File: config.mk
export PLATFORM = sky130hd
export DESIGN_NAME = flash_therm_enc
export DESIGN_NICKNAME = d
export VERILOG_FILES = /design/src/rtl/flash_therm_enc.sv
export SDC_FILE = /design/constraint.sdc
export NUM_CORES = 1
export LEC_CHECK = 0
export ABC_AREA = 1
export CAP_MARGIN = 15
export CORE_ASPECT_RATIO = 0.75
export CORE_MARGIN = 2
export CORE_UTILIZATION = 35
export DETAILED_ROUTE_END_ITERATION = 7
export GPL_TIMING_DRIVEN = 0
export MAX_ROUTING_LAYER = met4
export PLACE_DENSITY = 0.58
export SLEW_MARGIN = 40
export SYNTH_ARGS = -nofsm -noshare
export SYNTH_HDL_FRONTEND = slang
export SYNTH_SLANG_ARGS = --single-unit
File: constraint.sdc
create_clock -name clk -period 4.1 [get_ports clk]
set_clock_uncertainty 0.15 [all_clocks]
set_input_delay 0.615 -clock clk [delete_from_list [all_inputs] [get_ports clk]]
set_output_delay 0.615 -clock clk [all_outputs]
set_load 0.05 [all_outputs]
File: src/rtl/flash_therm_enc.sv
module flash_therm_enc #(
  parameter int COLS  = 4,
  parameter int COL_W = 64
) (
  input  logic                                       clk,
  input  logic                                       rst_n,
  input  logic [COLS*COL_W-1:0]                      therm_i,
  input  logic                                       msb_inv_i,
  input  logic                                       lsb_inv_i,
  input  logic                                       rdy_inv_i,
  output logic [$clog2(COL_W)+$clog2(COLS)-1:0]      code_o,
  output logic                                       over_o,
  output logic                                       rdy_o
);
  localparam int N     = COLS * COL_W;
  localparam int IDX_W = $clog2(COL_W);
  localparam int SEL_W = $clog2(COLS);
  localparam int OUT_W = IDX_W + SEL_W;
  localparam int CQ_W  = IDX_W + 1;

  // capture stage (rising edge)
  logic [N-1:0] t_q;
  logic         minv_a, linv_a, v_a;

  always_ff @(posedge clk or negedge rst_n) begin
    if (!rst_n) begin
      t_q    <= '0;
      minv_a <= 1'b0;
      linv_a <= 1'b0;
      v_a    <= 1'b0;
    end else begin
      t_q    <= therm_i;
      minv_a <= msb_inv_i;
      linv_a <= lsb_inv_i;
      v_a    <= 1'b1;
    end
  end

  // majority smoothing: below bit 0 reads as one, above the top reads as zero
  logic [N+1:0] ext;
  logic [N-1:0] sm;
  logic [N:0]   sm_ext;
  logic [N-1:0] edge_v;

  assign ext    = {1'b0, t_q, 1'b1};
  assign sm_ext = {sm, 1'b1};

  for (genvar i = 0; i < N; i++) begin : g_smooth
    assign sm[i] = (ext[i] & ext[i+1]) | (ext[i] & ext[i+2]) | (ext[i+1] & ext[i+2]);
    assign edge_v[i] = sm_ext[i] & ~sm_ext[i+1];
  end

  // per-column decode of the highest crossing
  logic [COLS*CQ_W-1:0] col_d;

  for (genvar c = 0; c < COLS; c++) begin : g_col
    logic [COL_W-1:0] seg;
    logic [IDX_W-1:0] idx;
    assign seg = edge_v[c*COL_W +: COL_W];
    always_comb begin
      idx = '0;
      for (int j = 0; j < COL_W; j++)
        if (seg[j]) idx = IDX_W'(j);
    end
    assign col_d[c*CQ_W +: CQ_W] = {|seg, idx};
  end

  // column latches (falling edge)
  logic [COLS*CQ_W-1:0] col_q;
  logic                 ovr_b, minv_b, linv_b, v_b;

  always_ff @(negedge clk or negedge rst_n) begin
    if (!rst_n) begin
      col_q  <= '0;
      ovr_b  <= 1'b0;
      minv_b <= 1'b0;
      linv_b <= 1'b0;
      v_b    <= 1'b0;
    end else begin
      col_q  <= col_d;
      ovr_b  <= sm[N-1];
      minv_b <= minv_a;
      linv_b <= linv_a;
      v_b    <= v_a;
    end
  end

  // column encoder: highest column holding a crossing wins
  logic [SEL_W-1:0] sel;
  logic [IDX_W-1:0] low;

  always_comb begin
    sel = '0;
    low = '0;
    for (int c = 0; c < COLS; c++)
      if (col_q[c*CQ_W + IDX_W]) begin
        sel = SEL_W'(c);
        low = col_q[c*CQ_W +: IDX_W];
      end
  end

  logic [OUT_W-1:0] mask;
  logic             rdy_q;
  assign mask = {minv_b, {(OUT_W-1){linv_b}}};

  always_ff @(posedge clk or negedge rst_n) begin
    if (!rst_n) begin
      code_o <= '0;
      over_o <= 1'b0;
      rdy_q  <= 1'b0;
    end else begin
      code_o <= ovr_b ? '1 : ({sel, low} ^ mask);
      over_o <= ovr_b;
      if (v_b) rdy_q <= ~rdy_q;
    end
  end

  assign rdy_o = rdy_q ^ rdy_inv_i;


  ovr_force_chk: assert property (@(posedge clk) disable iff (!rst_n)
    over_o |-> code_o == '1);


  top_only_chk: assert property (@(posedge clk) disable iff (!rst_n)
    $past(!t_q[N-1]) |-> !over_o);


  zero_word_chk: assert property (@(posedge clk) disable iff (!rst_n)
    $past(t_q == '0) |-> code_o == {$past(minv_a), {(OUT_W-1){$past(linv_a)}}});


  rdy_toggle_chk: assert property (@(posedge clk) disable iff (!rst_n)
    $past(v_b) |-> rdy_q != $past(rdy_q));
endmodule

==> results by group, run 1 <==
Die
  – Row Count: 66
  – Die W: between 200 and 250 µm
  – Starting density of the core: 0.357
  – Placeable Area: about 0.044 mm²
  – Chip height: roughly 190 µm
  – Top-level port count: between 200 and 300
  – Die area: ~0.046 mm²

Critical path
  – Crit path max fanout: 4
  – Arr. time, crit path: slightly below 3 ns
  – Critical Path Sink: col_q[0]$_DFF_NN0_
  – Reg2reg end: col_q[0]$_DFF_NN0_
  – Delay-heaviest family, CP: simple AND/OR/NAND/NOR gates
  – WP data required: about 2.3 ns
  – Stages on worst setup path: 31
  – Crit path launch: t_q[1]$_DFF_PN0_
  – Worst setup SP type: flop
  – Critical Path End Type: flop
  – CP max-delay cell: dfrtp_1
  – R2R Path Start: t_q[1]$_DFF_PN0_
  – Worst-case reg-to-reg path depth: 31
  – WP buf/inv: 1
  – CP max stage delay: around 0.42 ns
  – Reg2reg setup slack: -0.71 ns
  – Crit-path most repeated cell: nand2_1
  – Critical path class: flop to flop

Layout
  – Synth-to-Final Area Change: 36.5%
  – Number of flip-flops in the largest register: 256
  – Largest regs: t_q (256), col_q (28), code_o (8)
  – Multi-input gate area in the final layout: 0.00703 mm²
  – Fill count: approximately 4300
  – Register area: between 0.007 and 0.008 mm²
  – Register bank with the most flops: t_q
  – Fraction of layout cells with a size suffix above 1: 0.108
  – Nets: between 2000 and 3000

Flow run
  – Max Cap Viol: 0

Clock tree
  – CTS tree: yes
  – Clock transition at path regs: 0.06 ns
  – Root Buffer: clkbuf_16
  – Inserted Clock Buffers: 35
  – Clock latency on the worst-skew pair: ~0.53 ns
  – Clock Path Buffers: 3
  – CTS sink cnt: 301
  – H-tree lvl count: 2

Timing
  – Final hold slack: 0.345 ns
  – RSZ-0062 raised after global routing: yes
  – Fin. Hold Viols: 0
  – Slew HR: 0.458
  – Max-slew violations: 0
  – Worst-margin pin slew: about 0.79 ns
  – # setup viols final: 12
  – Final setup margin: -0.708 ns

Outcome
  – Failing checks: negative setup slack
  – Status: finished with violations

Logic synthesis
  – Distinct cells, synth: 37
  – Top FF cell, synth: dfrtp_1
  – Post-synth EDFFs: 0
  – Syn nets: around 2500
  – Yosys warning total: 0
  – Syn avg cell area: between 6 and 7 µm²
  – Post-Syn Instances: between 2000 and 2500
  – Post-synth ARST share: 1.00
  – Post-Syn Area: between 0.015 and 0.02 mm²
  – Sequential element share of the synthesized area: 0.484
  – Yosys reg bits: around 300

Detailed routing
  – DRC: 0
  – Iteration-0 DRC Markers: 556
  – Post-route ant nets: 0
  – Via count: approximately 14000
  – Routed wire length: around 38 mm
  – Routed wire length per instance: roughly 12 µm
  – DRT Pass-1 Iters: 5
  – Via density: around 4.4

Global routing
  – Via count of the first global-routing pass: approximately 14000
  – All-layer global routing usage: 0.171
  – Largest net degree at the start of global routing: 80
  – First-pass GRT wire length: 63.0 mm
  – Initial antenna violation count: 3
  – Grt total ovfl: 0

Placement
  – Post-place setup slack: -0.732 ns
  – Detailed placement HPWL: about 29 mm
  – GP Congestion: about 0.8
  – Port buffer count: 270

Power
  – Leak: approximately 0.011 µW
  – Tot Pwr: about 8100 µW
  – Power Density: 382 mW/mm²
  – Peak supply drop: approximately 320 µV

Hold path
  – Hold wc startpoint: rdy_q$_DFFE_PN0P_
  – Hold path depth: 1
  – Hold Crit Class: flop to flop
final cells by class:
type / count / share of cell area
antenna: 3 / 0.000353
buffer: 2 / 0.000412
clock buffer: 44 / 0.0453
clock inverter: 17 / 0.0108
inverter: 414 / 0.0732
multi-input combinational: 1507 / 0.331
sequential: 301 / 0.355
tap: 578 / 0.0340
timing repair buffer: 320 / 0.150
per-stage QoR:
step / setup TNS, ns / cell area [µm²] / std cells / util
5_1_grt: -9.90 / 21200 / 3186 / 0.487
3_5_place_dp: -5.98 / 19100 / 3076 / 0.438
6_report: -4.86 / 21200 / 3186 / 0.487
3_3_place_gp: -3185.49 / 19000 / 3072 / 0.436
2_1_floorplan: -1.79 / 15600 / 2224 / -
4_1_cts: -5.38 / 20600 / 3157 / 0.473
how the worst min path moves through the flow:
stage	to	slack [ns]
floorplan	code_o[0]$_DFF_PN0_	0.17
global placement	rdy_q$_DFFE_PN0P_	0.33
detailed placement	v_a$_DFF_PN0_	0.29
CTS	v_a$_DFF_PN0_	0.32
global route	v_a$_DFF_PN0_	0.34
finish	rdy_q$_DFFE_PN0P_	0.34
synth_stat cells (3+ instances only):
master    instances  area, µm²
inv_1           407       1530
dfrtp_1         269       6730
dfrtn_1          32        801
o211ai_1         13       97.6
a31oi_1           9       56.3
o22ai_1           6       37.5
nor2_1          303       1140
nand4_1          25        156
nor3_1           31        155
or2_1             3       18.8
a211oi_1          5       37.5
nand2_1         793       2980
a211o_1           4       35.0
o21a_1            3       22.5
or4_1            10       75.1
o21ai_0          50        250
or2_2             4       25.0
nor4_1            7       43.8
o21bai_1          5       37.5
maj3_1           10        100
and3_1            8       50.1
nand3_1          66        330
nand3b_1         10       75.1
a21oi_1         128        641
inv_2             7       26.3
routing by layer:
| metal | share of wire | vias up | track usage |
|---|---|---|---|
| met2 | 0.43 | 200 | 0.258 |
| met3 | 0.040 | 54 | 0.0270 |
| met5 | 0 | - | - |
| met4 | 0.024 | 0 | 0.0500 |
| met1 | 0.51 | 6235 | 0.237 |
| li1 | - | 7550 | - |
power by group:
group / leakage [µW] / internal, µW / switching [µW]
Combinational: 0.00708 / 699 / 866
Sequential: 0.00345 / 3150 / 151
Clock: 0.000582 / 1990 / 1260
Total: 0.0111 / 5840 / 2270
logic make-up (layout without fill, tap and decap cells):
group	after synthesis	after routing	synth area share
and+or+nand+nor	1263	1263	0.326
xor gates and xnor gates	2	2	0.00113
adders and majority gates	10	10	0.00643
other	1	4	0.000241
buffers and inverters	416	797	0.100
AOI/OAI and AO/OA	231	231	0.0820
DFF	301	301	0.484
cell usage in the layout, fill, tap and decap left out, drive strengths merged, types with 25 or more instances in the layout:
master,n
inv,416
clkbuf,45
nand4,25
a21oi,128
nor3,31
o21ai,51
nand3,66
nor2,303
buf,51
clkdlybuf4s50,269
dfrtp,269
nand2,795
dfrtn,32
what timing repair did:
action / CTS / global route
endpoints found under the hold margin: 11 / 0
endpoints found under the setup margin: 19 / 23
pin swaps: 37 / 61
buffers inserted: 20 / 28
hold buffers: 1 / 0
gates resized for setup: 58 / 142
Power figures use the tool's default switching activity.
==> inputs of run 2 (changes only) <==
Settings changed: CELL_PAD_IN_SITES_DETAIL_PLACEMENT set to 1, CELL_PAD_IN_SITES_GLOBAL_PLACEMENT set to 1, PLACE_DENSITY 0.58 to 0.76.
==> results by group, run 2 (same netlist as run 1, synthesis figures left out) <==
Outcome
  – Status: finished with violations
  – Failing checks: negative setup slack

Die
  – Die W: about 250 µm
  – Starting density of the core: 0.357
  – Placeable Area: roughly 0.044 mm²
  – Top-level port count: approximately 270
  – Chip height: approximately 190 µm
  – Row Count: 66
  – Die area: roughly 0.046 mm²

Critical path
  – Crit path max fanout: 5
  – Worst setup SP type: flop
  – Critical path class: flop to flop
  – Arr. time, crit path: around 3.0 ns
  – Critical Path End Type: flop
  – CP max-delay cell: dfrtp_2
  – WP data required: around 2.3 ns
  – Crit-path most repeated cell: nand2_1
  – CP max stage delay: roughly 0.46 ns

Layout
  – Synth-to-Final Area Change: 37.2%
  – Register bank with the most flops: t_q
  – Largest regs: t_q (256), col_q (28), code_o (8)
  – Most common cell after layout, fill and taps aside: nand2_1
  – Fraction of layout cells with a size suffix above 1: 0.125
  – Fill count: around 5500
  – Most frequent cells in the layout: nand2_1, inv_1, clkdlybuf4s50_1
  – Number of flip-flops in the largest register: 256
  – Nets: approximately 2800

Power
  – Comb power frac: 0.197
  – Internal: between 5000 and 6000 µW
  – Seq pwr share: 0.405
  – Leak: between 0.01 and 0.015 µW
  – Tot Pwr: between 8000 and 9000 µW
  – Power Density: about 380 mW/mm²
  – Clock Power Share: 0.398
  – Net Sw Frac: 0.286
  – Net load switching power: ~2300 µW
  – Peak supply drop: between 300 and 400 µV

Timing
  – Fin. Hold Viols: 0
  – Max-slew violations: 0
  – RSZ-0062 raised after global routing: yes
  – Worst-margin pin slew: roughly 0.66 ns
  – # setup viols final: 13
  – Final setup margin: -0.709 ns
  – Slew HR: 0.552

Placement
  – Port buffer count: 270
  – Post-place setup slack: -0.795 ns
  – Detailed placement HPWL: 34.3 mm
  – GP Congestion: 0.792

Detailed routing
  – DRT Pass-1 Iters: 4
  – DRC: 0
  – Via count: about 15000
  – Routed wire length per instance: about 14 µm
  – Post-route ant nets: 0
  – Routed wire length: approximately 45 mm
  – Via density: approximately 4.6
  – Iteration-0 DRC Markers: around 390

Clock tree
  – Root Buffer: clkbuf_16
  – H-tree lvl count: 2
  – CTS tree: yes
  – Clock Path Buffers: 3
  – Clock transition at path regs: 0.06 ns
  – CTS sink cnt: 301
  – Inserted Clock Buffers: 35
  – Clock latency on the worst-skew pair: between 0.5 and 0.6 ns

Global routing
  – First-pass GRT wire length: approximately 73 mm
  – Initial antenna violation count: 2
  – Via count of the first global-routing pass: 15459
  – All-layer global routing usage: 0.195
  – Largest net degree at the start of global routing: 81
  – Grt total ovfl: 0

Hold path
  – Hold Crit Class: flop to flop

Flow run
  – Max Cap Viol: 0
## run 2: worst paths after layout
check,startpoint,endpoint,slack (ns),cells past startpoint
max reg2reg,t_q[3]$_DFF_PN0_,col_q[0]$_DFF_NN0_,-0.71,30
min in group asynchronous,rst_n,t_q[91]$_DFF_PN0_,0.39,2
min reg2reg,rdy_q$_DFFE_PN0P_,rdy_q$_DFFE_PN0P_,0.34,1
min,rdy_q$_DFFE_PN0P_,rdy_q$_DFFE_PN0P_,0.34,1
max,t_q[3]$_DFF_PN0_,col_q[0]$_DFF_NN0_,-0.71,30
max in group asynchronous,rst_n,col_q[21]$_DFF_NN0_,0.24,5
## run 2: metrics by stage
step | hold slack [ns] | TNS, ns | cells | area, µm² | util
floorplan | 0.169 | -1.79 | 2224 | 15600 | -
global placement | 0.326 | -3116.63 | 3072 | 19000 | 0.436
detailed placement | 0.313 | -6.77 | 3076 | 19100 | 0.438
CTS | 0.335 | -5.78 | 3163 | 20700 | 0.475
global route | 0.348 | -10.33 | 3190 | 21300 | 0.490
finish | 0.342 | -5.27 | 3191 | 21300 | 0.490
## run 2: power by group through the flow
stage / logic (µW) / registers, µW / clock network, µW
2_1_floorplan: 856 / 3330 / 0
3_3_place_gp: 1400 / 3350 / 0
3_5_place_dp: 1460 / 3350 / 0
4_1_cts: 1540 / 3300 / 3370
5_1_grt: 1850 / 3330 / 3490
6_report: 1610 / 3310 / 3250
## run 2: repair_timing
item | CTS | global route
gates cloned | 0 | 1
endpoints found under the hold margin | 19 | 0
setup endpoints to repair | 20 | 39
buffers inserted | 24 | 26
resized for setup | 82 | 157
pin swaps | 33 | 56
hold buffers | 1 | 0
## run 2: layout make-up
| class | count | area (µm²) | share of cell area |
|---|---|---|---|
| Antenna cell | 3 | 7.51 | 0.000352 |
| Buffer | 2 | 8.76 | 0.000410 |
| Clock buffer | 44 | 962 | 0.0451 |
| Clock inverter | 18 | 233 | 0.0109 |
| Inverter | 414 | 1550 | 0.0728 |
| Multi-Input combinational cell | 1507 | 7080 | 0.332 |
| Sequential cell | 301 | 7560 | 0.354 |
| Tap cell | 578 | 723 | 0.0339 |
| Timing Repair Buffer | 324 | 3220 | 0.151 |
## run 2: layer usage
metal  global-route usage  part of all wire  up-vias
li1                     -                 -     7559
met1                0.247              0.46     6963
met2                0.329              0.49      202
met3               0.0265             0.031       56
met4               0.0497             0.019        0
met5                    -                 0        -
## run 2: critical path: cells and delay by family (launching register included)
kind | cells | cell delay [ns]
buf+inv | 1 | 0.04
compound gates | 2 | 0.24
simple gates | 27 | 1.72
flops | 1 | 0.46
